===== src/rtl/rb_pkg.sv =====
package rb_pkg;
    localparam int RB_DEF_CORES = 8;

    typedef enum logic [1:0] {
        RB_HOLD = 2'd0,
        RB_LOAD = 2'd1,
        RB_FIRE = 2'd2
    } rb_step_e;
endpackage


===== src/rtl/rb_classify.sv =====
module rb_classify #(
    parameter int NCORES = 8
) (
    input  logic              mask_load,
    input  logic [NCORES-1:0] arrive,
    input  logic [NCORES-1:0] armed,
    output logic [NCORES-1:0] hit,
    output logic [NCORES-1:0] stray
);
    for (genvar c = 0; c < NCORES; c++) begin : g_core
        always_comb begin
            hit[c]   = arrive[c] &  armed[c] & ~mask_load;
            stray[c] = arrive[c] & ~armed[c] & ~mask_load;
        end
    end
endmodule


===== src/rtl/rb_state.sv =====
module rb_state
    import rb_pkg::*;
#(
    parameter int NCORES = 8
) (
    input  logic              clk,
    input  logic              rst_n,
    input  logic              mask_load,
    input  logic [NCORES-1:0] mask_in,
    input  logic [NCORES-1:0] hit,
    input  logic [NCORES-1:0] stray,
    output logic [NCORES-1:0] mask_q,
    output logic [NCORES-1:0] armed_q,
    output logic              rel_q,
    output logic              err_q
);
    typedef struct packed {
        logic [NCORES-1:0] mask;
        logic [NCORES-1:0] armed;
        logic              rel;
        logic              err;
    } state_t;

    state_t   cur_q;
    state_t   nxt_d;
    rb_step_e step_d;
    logic [NCORES-1:0] left_d;

    always_comb begin
        nxt_d  = cur_q;
        left_d = cur_q.armed & ~hit;
        if (mask_load) begin
            step_d = RB_LOAD;
        end else if (cur_q.armed != '0 && left_d == '0) begin
            step_d = RB_FIRE;
        end else begin
            step_d = RB_HOLD;
        end

        unique case (step_d)
            RB_LOAD: begin
                nxt_d.mask  = mask_in;
                nxt_d.armed = mask_in;
                nxt_d.rel   = (mask_in == '0);
            end
            RB_FIRE: begin
                nxt_d.armed = cur_q.mask;
                nxt_d.rel   = 1'b1;
                nxt_d.err   = cur_q.err | (|stray);
            end
            default: begin
                nxt_d.armed = left_d;
                nxt_d.rel   = 1'b0;
                nxt_d.err   = cur_q.err | (|stray);
            end
        endcase
    end

    always_ff @(posedge clk) begin
        if (!rst_n) begin
            cur_q <= '0;
        end else begin
            cur_q <= nxt_d;
        end
    end

    assign mask_q  = cur_q.mask;
    assign armed_q = cur_q.armed;
    assign rel_q   = cur_q.rel;
    assign err_q   = cur_q.err;

    AST_ZERO_MASK_FIRES: assert property (@(posedge clk) disable iff (!rst_n)
        (mask_load && mask_in == '0) |=> rel_q);
    AST_ERR_STICKY: assert property (@(posedge clk) disable iff (!rst_n)
        err_q |=> err_q);
    AST_STRAY_FLAGS: assert property (@(posedge clk) disable iff (!rst_n)
        (|stray) |=> err_q);
    AST_RELOAD_ON_RELEASE: assert property (@(posedge clk) disable iff (!rst_n)
        rel_q |-> (armed_q == mask_q));
    AST_ONLY_OWN_BIT: assert property (@(posedge clk) disable iff (!rst_n)
        !mask_load |=> (rel_q || (($past(armed_q) & ~armed_q & ~$past(hit)) == '0)));
endmodule


===== src/rtl/rb_waitout.sv =====
module rb_waitout #(
    parameter int NCORES = 8
) (
    input  logic [NCORES-1:0] mask,
    input  logic [NCORES-1:0] armed,
    output logic [NCORES-1:0] waiting
);
    for (genvar c = 0; c < NCORES; c++) begin : g_core
        assign waiting[c] = mask[c] & ~armed[c];
    end
endmodule


===== src/rtl/rendezvous_barrier.sv =====
module rendezvous_barrier
    import rb_pkg::*;
#(
    parameter int NCORES = RB_DEF_CORES
) (
    input  logic              clk,
    input  logic              rst_n,
    input  logic              mask_load,
    input  logic [NCORES-1:0] mask_in,
    input  logic [NCORES-1:0] arrive,
    output logic [NCORES-1:0] waiting,
    output logic              release_o,
    output logic              err_o
);
    logic [NCORES-1:0] hit;
    logic [NCORES-1:0] stray;
    logic [NCORES-1:0] mask_q;
    logic [NCORES-1:0] armed_q;

    rb_classify #(.NCORES(NCORES)) u_classify (
        .mask_load (mask_load),
        .arrive    (arrive),
        .armed     (armed_q),
        .hit       (hit),
        .stray     (stray)
    );

    rb_state #(.NCORES(NCORES)) u_state (
        .clk       (clk),
        .rst_n     (rst_n),
        .mask_load (mask_load),
        .mask_in   (mask_in),
        .hit       (hit),
        .stray     (stray),
        .mask_q    (mask_q),
        .armed_q   (armed_q),
        .rel_q     (release_o),
        .err_q     (err_o)
    );

    rb_waitout #(.NCORES(NCORES)) u_waitout (
        .mask    (mask_q),
        .armed   (armed_q),
        .waiting (waiting)
    );

    AST_WAIT_IN_MASK: assert property (@(posedge clk) disable iff (!rst_n)
        (waiting & ~mask_q) == '0);
    AST_RELEASE_FREES_ALL: assert property (@(posedge clk) disable iff (!rst_n)
        release_o |-> (waiting == '0));
endmodule


===== config.mk =====
export PLATFORM = sky130hd
export DESIGN_NAME = rendezvous_barrier
export DESIGN_NICKNAME = d
export VERILOG_FILES = /design/src/rtl/rb_pkg.sv /design/src/rtl/rb_classify.sv /design/src/rtl/rb_state.sv /design/src/rtl/rb_waitout.sv /design/src/rtl/rendezvous_barrier.sv
export SDC_FILE = /design/constraint.sdc
export NUM_CORES = 1
export LEC_CHECK = 0
export CAP_MARGIN = 10
export CORE_MARGIN = 2
export CORE_UTILIZATION = 48
export CTS_CLUSTER_SIZE = 20
export DETAILED_ROUTE_END_ITERATION = 8
export DONT_BUFFER_PORTS = 1
export PLACE_DENSITY_LB_ADDON = 0.12
export SLEW_MARGIN = 15
export SYNTH_ARGS = -nofsm -noshare
export SYNTH_HDL_FRONTEND = slang
export SYNTH_SLANG_ARGS = --single-unit
export TNS_END_PERCENT = 30

===== constraint.sdc =====
create_clock -name clk -period 2.5 [get_ports clk]
set_input_delay 0.5 -clock clk [delete_from_list [all_inputs] [get_ports clk]]
set_output_delay 0.5 -clock clk [all_outputs]
set_load 0.005 [all_outputs]

==> results of run 1 <==
-- power by group through the flow --
stage	clock, mW	sequential [mW]	combinational [mW]
after global placement	0	0.331	0.0865
after floorplan	0	0.326	0.0916
final	0.180	0.325	0.0887
after CTS	0.183	0.325	0.0882
after global routing	0.196	0.327	0.0965
after detailed placement	0	0.331	0.0877
-- layout make-up --
type                       count  area (um2)  share of cell area (%)
multi-input combinational     71         500                    52.0
tap                           25        31.3                    3.25
sequential                    18         360                    37.5
clock buffer                   4        36.3                    3.77
inverter                       9        33.8                    3.51
-- worst register-to-register path: cells and delay by family, from the launching register on --
kind,cells,cell delay [ns]
AND/OR/NAND/NOR,3,0.64
flip-flops,1,0.35
multiplexers,1,0.35
AO/OA/AOI/OAI,1,0.23
-- cell families after synthesis --
group,Yosys count
and+or+nand+nor,33
DFF,18
muxes,12
buffers and inverters,14
AOI/OAI and AO/OA,26
-- flip-flops by register name (all words and copies together) (netlist names) --
name	count
u_state.rel_q	1
u_state.armed_q	8
u_state.mask_q	8
u_state.err_q	1
-- Yosys cell counts --
| library cell | number | share of area [%] |
|---|---|---|
| a32oi_1 | 4 | 3.8 |
| nand2_1 | 2 | 0.80 |
| inv_1 | 9 | 3.6 |
| or2b_1 | 1 | 0.80 |
| a21oi_4 | 1 | 1.7 |
| o22ai_1 | 4 | 2.7 |
| and4_1 | 2 | 1.9 |
| nor4_1 | 4 | 2.7 |
| nor3_1 | 1 | 0.54 |
| and3_1 | 4 | 2.7 |
| nand4b_1 | 1 | 0.94 |
| a21boi_0 | 1 | 0.80 |
| buf_2 | 1 | 0.54 |
| nor2b_1 | 16 | 11 |
| o21a_1 | 1 | 0.80 |
| clkbuf_1 | 1 | 0.40 |
| nor2_1 | 1 | 0.40 |
| a22oi_1 | 1 | 0.80 |
| o21ai_0 | 10 | 5.4 |
| buf_6 | 2 | 2.4 |
| a21oi_1 | 4 | 2.1 |
| mux2i_1 | 8 | 8.6 |
| dfxtp_1 | 18 | 39 |
| buf_4 | 1 | 0.80 |
| nand2b_1 | 1 | 0.67 |
| mux2_2 | 4 | 4.8 |
-- routing by layer --
layer,vias up,part of all wire [%]
met2,29,44
li1,367,-
met4,0,1.8
met1,326,48
met3,4,5.6
met5,-,0
-- metrics by stage --
| stage | power, mW | cells | area [um2] | setup slack (ns) |
|---|---|---|---|---|
| 2_1_floorplan | 0.417 | 103 | 933 | 0.798 |
| 3_3_place_gp | 0.418 | 123 | 926 | 0.757 |
| 3_5_place_dp | 0.419 | 123 | 926 | 0.732 |
| 4_1_cts | 0.595 | 127 | 962 | 0.814 |
| 5_1_grt | 0.620 | 127 | 962 | 0.747 |
| 6_report | 0.593 | 127 | 962 | 0.829 |
-- worst max path at each step --
| stage | end | slack (ns) | depth (start not counted) |
|---|---|---|---|
| 2_1_floorplan | u_state.armed_q[4] | 0.80 | 7 |
| 3_3_place_gp | u_state.armed_q[4] | 0.76 | 5 |
| 3_5_place_dp | u_state.armed_q[6] | 0.73 | 5 |
| 4_1_cts | u_state.armed_q[6] | 0.81 | 5 |
| 5_1_grt | u_state.armed_q[7] | 0.75 | 5 |
| 6_report | u_state.armed_q[6] | 0.83 | 5 |
==> metrics.txt, run 1 <==
Slew Limit Fails=0; Avg Inst Size Synth=around 9 um2; Crit-path slowest cell=dfxtp_1; Die Height=about 48 um; first-pass GRT wire length=2840 um; slowest stage delay, CP=between 0.3 and 0.4 ns; switching power=between 0.15 and 0.2 mW; Ys Warns=0; Worst Hold Margin=between 0.3 and 0.4 ns; post-synthesis mux area share=between 10% and 20%; min cycle time layout=about 1.7 ns; most frequent cells in the layout=18 x dfxtp_1, 16 x nor2b_1, 10 x o21ai_0; GR Util All Layers=roughly 18%; post-cts hold buffer count=0; relative slew slack=slightly below 80%; row count=15; Combinational Power Share=between 10% and 20%; Pwr Density=between 600 and 700 nW/um2; setup violators final=0; period utilisation layout=approximately 67%; die footprint=2310 um2; hold endpoint=u_state.err_q; residual DRC count=0; Worst setup EP type=register; Fillers=between 150 and 200; worst hold path type=input port to register; setup TNS=0 ns; Setup crit start kind=register; post-synthesis sequential area ratio=between 30% and 40%; worst path bufs/invs=0; grt ovf=0; Ant. Diodes=0; M1 GR Usage=26.4%; launching point of the worst reg2reg path=u_state.armed_q[0]; Starting Density=between 50% and 60%; FF+latch count, synth=18; post-synthesis simple-gate area fraction=22.1%; reg2reg setup slack=just over 0.8 ns; syn_nets=about 120; clock tree sinks=18; worst-margin pin slew=around 0.31 ns; Port Buffers=0; final WL=2010 um; WS Path Type=register to register; CTS tree=built; layout cells sized above 1=approximately 9%; Max Root-Sink Buffers=2; vias per cell=5.72; Hold Vio Cnt, Final=0; Leak=0.402 nW; Synth Area in XOR/XNOR=0%; synth unique cells=26; placed wire-length estimate=between 1500 and 2000 um; post-route ant nets=0; synthesized area=approximately 930 um2; Nets=approximately 120; Fmax=approximately 600 MHz; Critical Path, Cell by Cell=nor4_1, nand2_1, and4_1, a21oi_4, mux2_2; Die X-Extent=48.1 um; Worst Hold Launch=rst_n; sequential power share=a little over half; met3 usage=3.33%; initial antenna violation count=0; WP data arrival=around 1.9 ns; met2 usage=roughly 25%; RSZ-0062 raised after global routing=no; R2R Path End=u_state.armed_q[6]; Clk pwr share=a little under a third; Pre-Repair DR Iteration Count=4; htree depth=1; Placer Congestion=roughly 0.73; clock-pin slew on the worst setup and hold paths=0.10 ns; hold path cells=1; # resized after CTS=0; postcts setup bufs=0; Max FO, Critical Path=6; Via Count=726; Req. time, crit path=around 2.7 ns; final core occ=between 50% and 60%; GR peak layer=met1; Int Pwr=0.439 mW; Synth Area in Compound Gates=between 10% and 20%; vias in the first global route=624; clk_skew=between 0.004 and 0.005 ns; Inserted Clock Buffers=3; clock latency on the worst-skew pair=~0.29 ns; max-cap check violation count=0; num ports=29; CP top delay family=simple AND/OR/NAND/NOR gates; R2R depth=5; DRT iter0 DRCs=21; clock root cell=clkbuf_4; Sw Ratio=a little over a quarter; CP Launch Point=u_state.armed_q[0]; routed len/inst=around 16 um; status=completed; most common cell after layout, fill and taps aside=dfxtp_1; VDD IR-drop max=0.312 mV; post-synthesis adder-cell area fraction=0%; Syn Inst Count=a little over 100; Area Overhead vs Synth=3.08%; combinational family with the most area after synthesis=simple AND/OR/NAND/NOR gates; total core area=between 1500 and 2000 um2; largest net degree at the start of global routing=21
No activity file was read; power rests on OpenSTA's default activity.
==> run 2: changes to the inputs <==
Clock period 2.5 ns to 1.62 ns, I/O delays scaled along.
==> run 2 against run 1 <==
  * Hold slack got worse by 0.18 ns
  * Non-clock buffer count rose by 6
  * Core utilization rose by 2.9 points
  * Register-to-register slack worse by 0.75 ns
  * Clock power increased by 51%
  * Power is 58% higher
  * First-iteration DRC count fell by 57%
  * Combinational power is 88% higher
  * Die area did not move
  * Critical path type unchanged
  * Critical endpoint unchanged
  * Largest power group unchanged
==> metrics.txt, run 2 (same netlist as run 1, synthesis figures left out) <==
vias per cell=5.63 (was 5.72); Die Height=48.1 um (unchanged); Worst Hold Margin=0.150 ns (was 0.331 ns); DRT iter0 DRCs=9 (was 21); Setup crit start kind=register (unchanged); post-layout power=0.936 mW (was 0.593 mW); placed wire-length estimate=1520 um (was 1500 um); setup TNS=0 ns (unchanged); most common cell after layout, fill and taps aside=dfxtp_1 (unchanged); min cycle time layout=1.55 ns (was 1.67 ns); final core occ=56.9% (was 54.0%); Worst setup EP type=register (unchanged); Pre-Repair DR Iteration Count=4 (unchanged); worst hold path type=input port to register (unchanged); num ports=29 (unchanged); Ant. Diodes=0 (unchanged); Setup WS pre-CTS=0.0368 ns (was 0.732 ns); Final WS setup=0.0744 ns (was 0.829 ns); initial antenna violation count=0 (unchanged); htree depth=1 (unchanged); period utilisation layout=95.4% (was 66.8%); clock latency on the worst-skew pair=0.29 ns (about the same); vias in the first global route=711 (was 624); Design Area, Final=1010 um2 (was 962 um2); Fmax=647 MHz (was 598 MHz); GR Util All Layers=19.2% (was 18.3%); status=completed (unchanged); Slew Limit Fails=0 (unchanged); most frequent cells in the layout=17 x dfxtp_1, 16 x nor2b_1, 10 x o21ai_0 (was 18 x dfxtp_1, 16 x nor2b_1, 10 x o21ai_0); post-route ant nets=0 (unchanged); Area Overhead vs Synth=8.71% (was 3.08%); Non-Filler Instances=133 (was 127); clock root cell=clkbuf_4 (unchanged); row count=15 (unchanged); post-cts hold buffer count=0 (unchanged); Port Buffers=0 (unchanged); routed len/inst=15.3 um (was 15.8 um); Via Count=749 (was 726); worst-margin pin slew=0.283 ns (was 0.313 ns); total core area=1780 um2 (unchanged); Hold Vio Cnt, Final=0 (unchanged); Req. time, crit path=1.81 ns (was 2.69 ns); Pwr Density=922 nW/um2 (was 617 nW/um2); placed instance count=129 (was 123); CTS tree=built (unchanged); clock tree sinks=18 (unchanged); final WL=2040 um (was 2010 um); relative slew slack=80.9% (was 79.1%); residual DRC count=0 (unchanged); postcts setup bufs=0 (unchanged); Leak=0.434 nW (was 0.402 nW); clock-pin slew on the worst setup and hold paths=0.10 ns (about the same); grt ovf=0 (unchanged); WP data arrival=1.73 ns (was 1.86 ns); Max Root-Sink Buffers=2 (unchanged); largest net degree at the start of global routing=21 (unchanged); Post-DP Area=971 um2 (was 926 um2); layout cells sized above 1=15.7% (was 8.82%); Nets=128 (was 122); VDD IR-drop max=0.561 mV (was 0.312 mV); max-cap check violation count=0 (unchanged); Placer Congestion=0.823 (was 0.735); WS Path Type=register to register (unchanged); Max FO, Critical Path=4 (was 6); die footprint=2310 um2 (unchanged); clk_skew=0.00403 ns (was 0.00412 ns); # resized after CTS=0 (unchanged); Die X-Extent=48.1 um (unchanged); Inserted Clock Buffers=3 (unchanged); Starting Density=52.4% (unchanged); first-pass GRT wire length=3070 um (was 2840 um); setup violators final=0 (unchanged)
==> run 2: changes by cell type in the layout (fill, tap and decap cells not counted), sizes merged <==
| cell | delta |
|---|---|
| buf | +6 |
==> run 2: layout make-up <==
class	instances	area, um2
Tap cell	25	31.3
Inverter	9	33.8
Multi-Input combinational cell	71	507
Timing Repair Buffer	6	45.0
Fill cell	180	768
Sequential cell	18	362
Clock buffer	4	36.3
==> run 2: worst max-delay path: stages, from the launching register on <==
cell,delay [ns]
dfxtp_1,0.34
nor4_2,0.29
nand2_1,0.07
and4_1,0.21
a21oi_4,0.19
mux2_2,0.35
==> run 2: final timing paths <==
kind	start	to	slack (ns)	cells past startpoint
min reg2reg	u_state.err_q	u_state.err_q	0.51	1
max reg2reg	u_state.armed_q[4]	u_state.armed_q[6]	0.07	5
min	rst_n	u_state.err_q	0.15	1
max	u_state.armed_q[4]	u_state.armed_q[6]	0.07	5
==> run 2: metal layers <==
metal,part of all wire (%),up-vias,routed length [um],GRT usage (%)
li1,-,377,-,-
met1,46,346,947,27.8
met2,46,21,939,28.8
met3,6.1,5,124,3.70
met4,1.4,0,28,6.49
met5,0,-,0,0
==> run 2: report_power, final <==
part           internal [mW]  switching (mW)  total (mW)
logic                 0.0874          0.0792       0.167
clock network          0.137           0.135       0.272
registers              0.474          0.0231       0.497
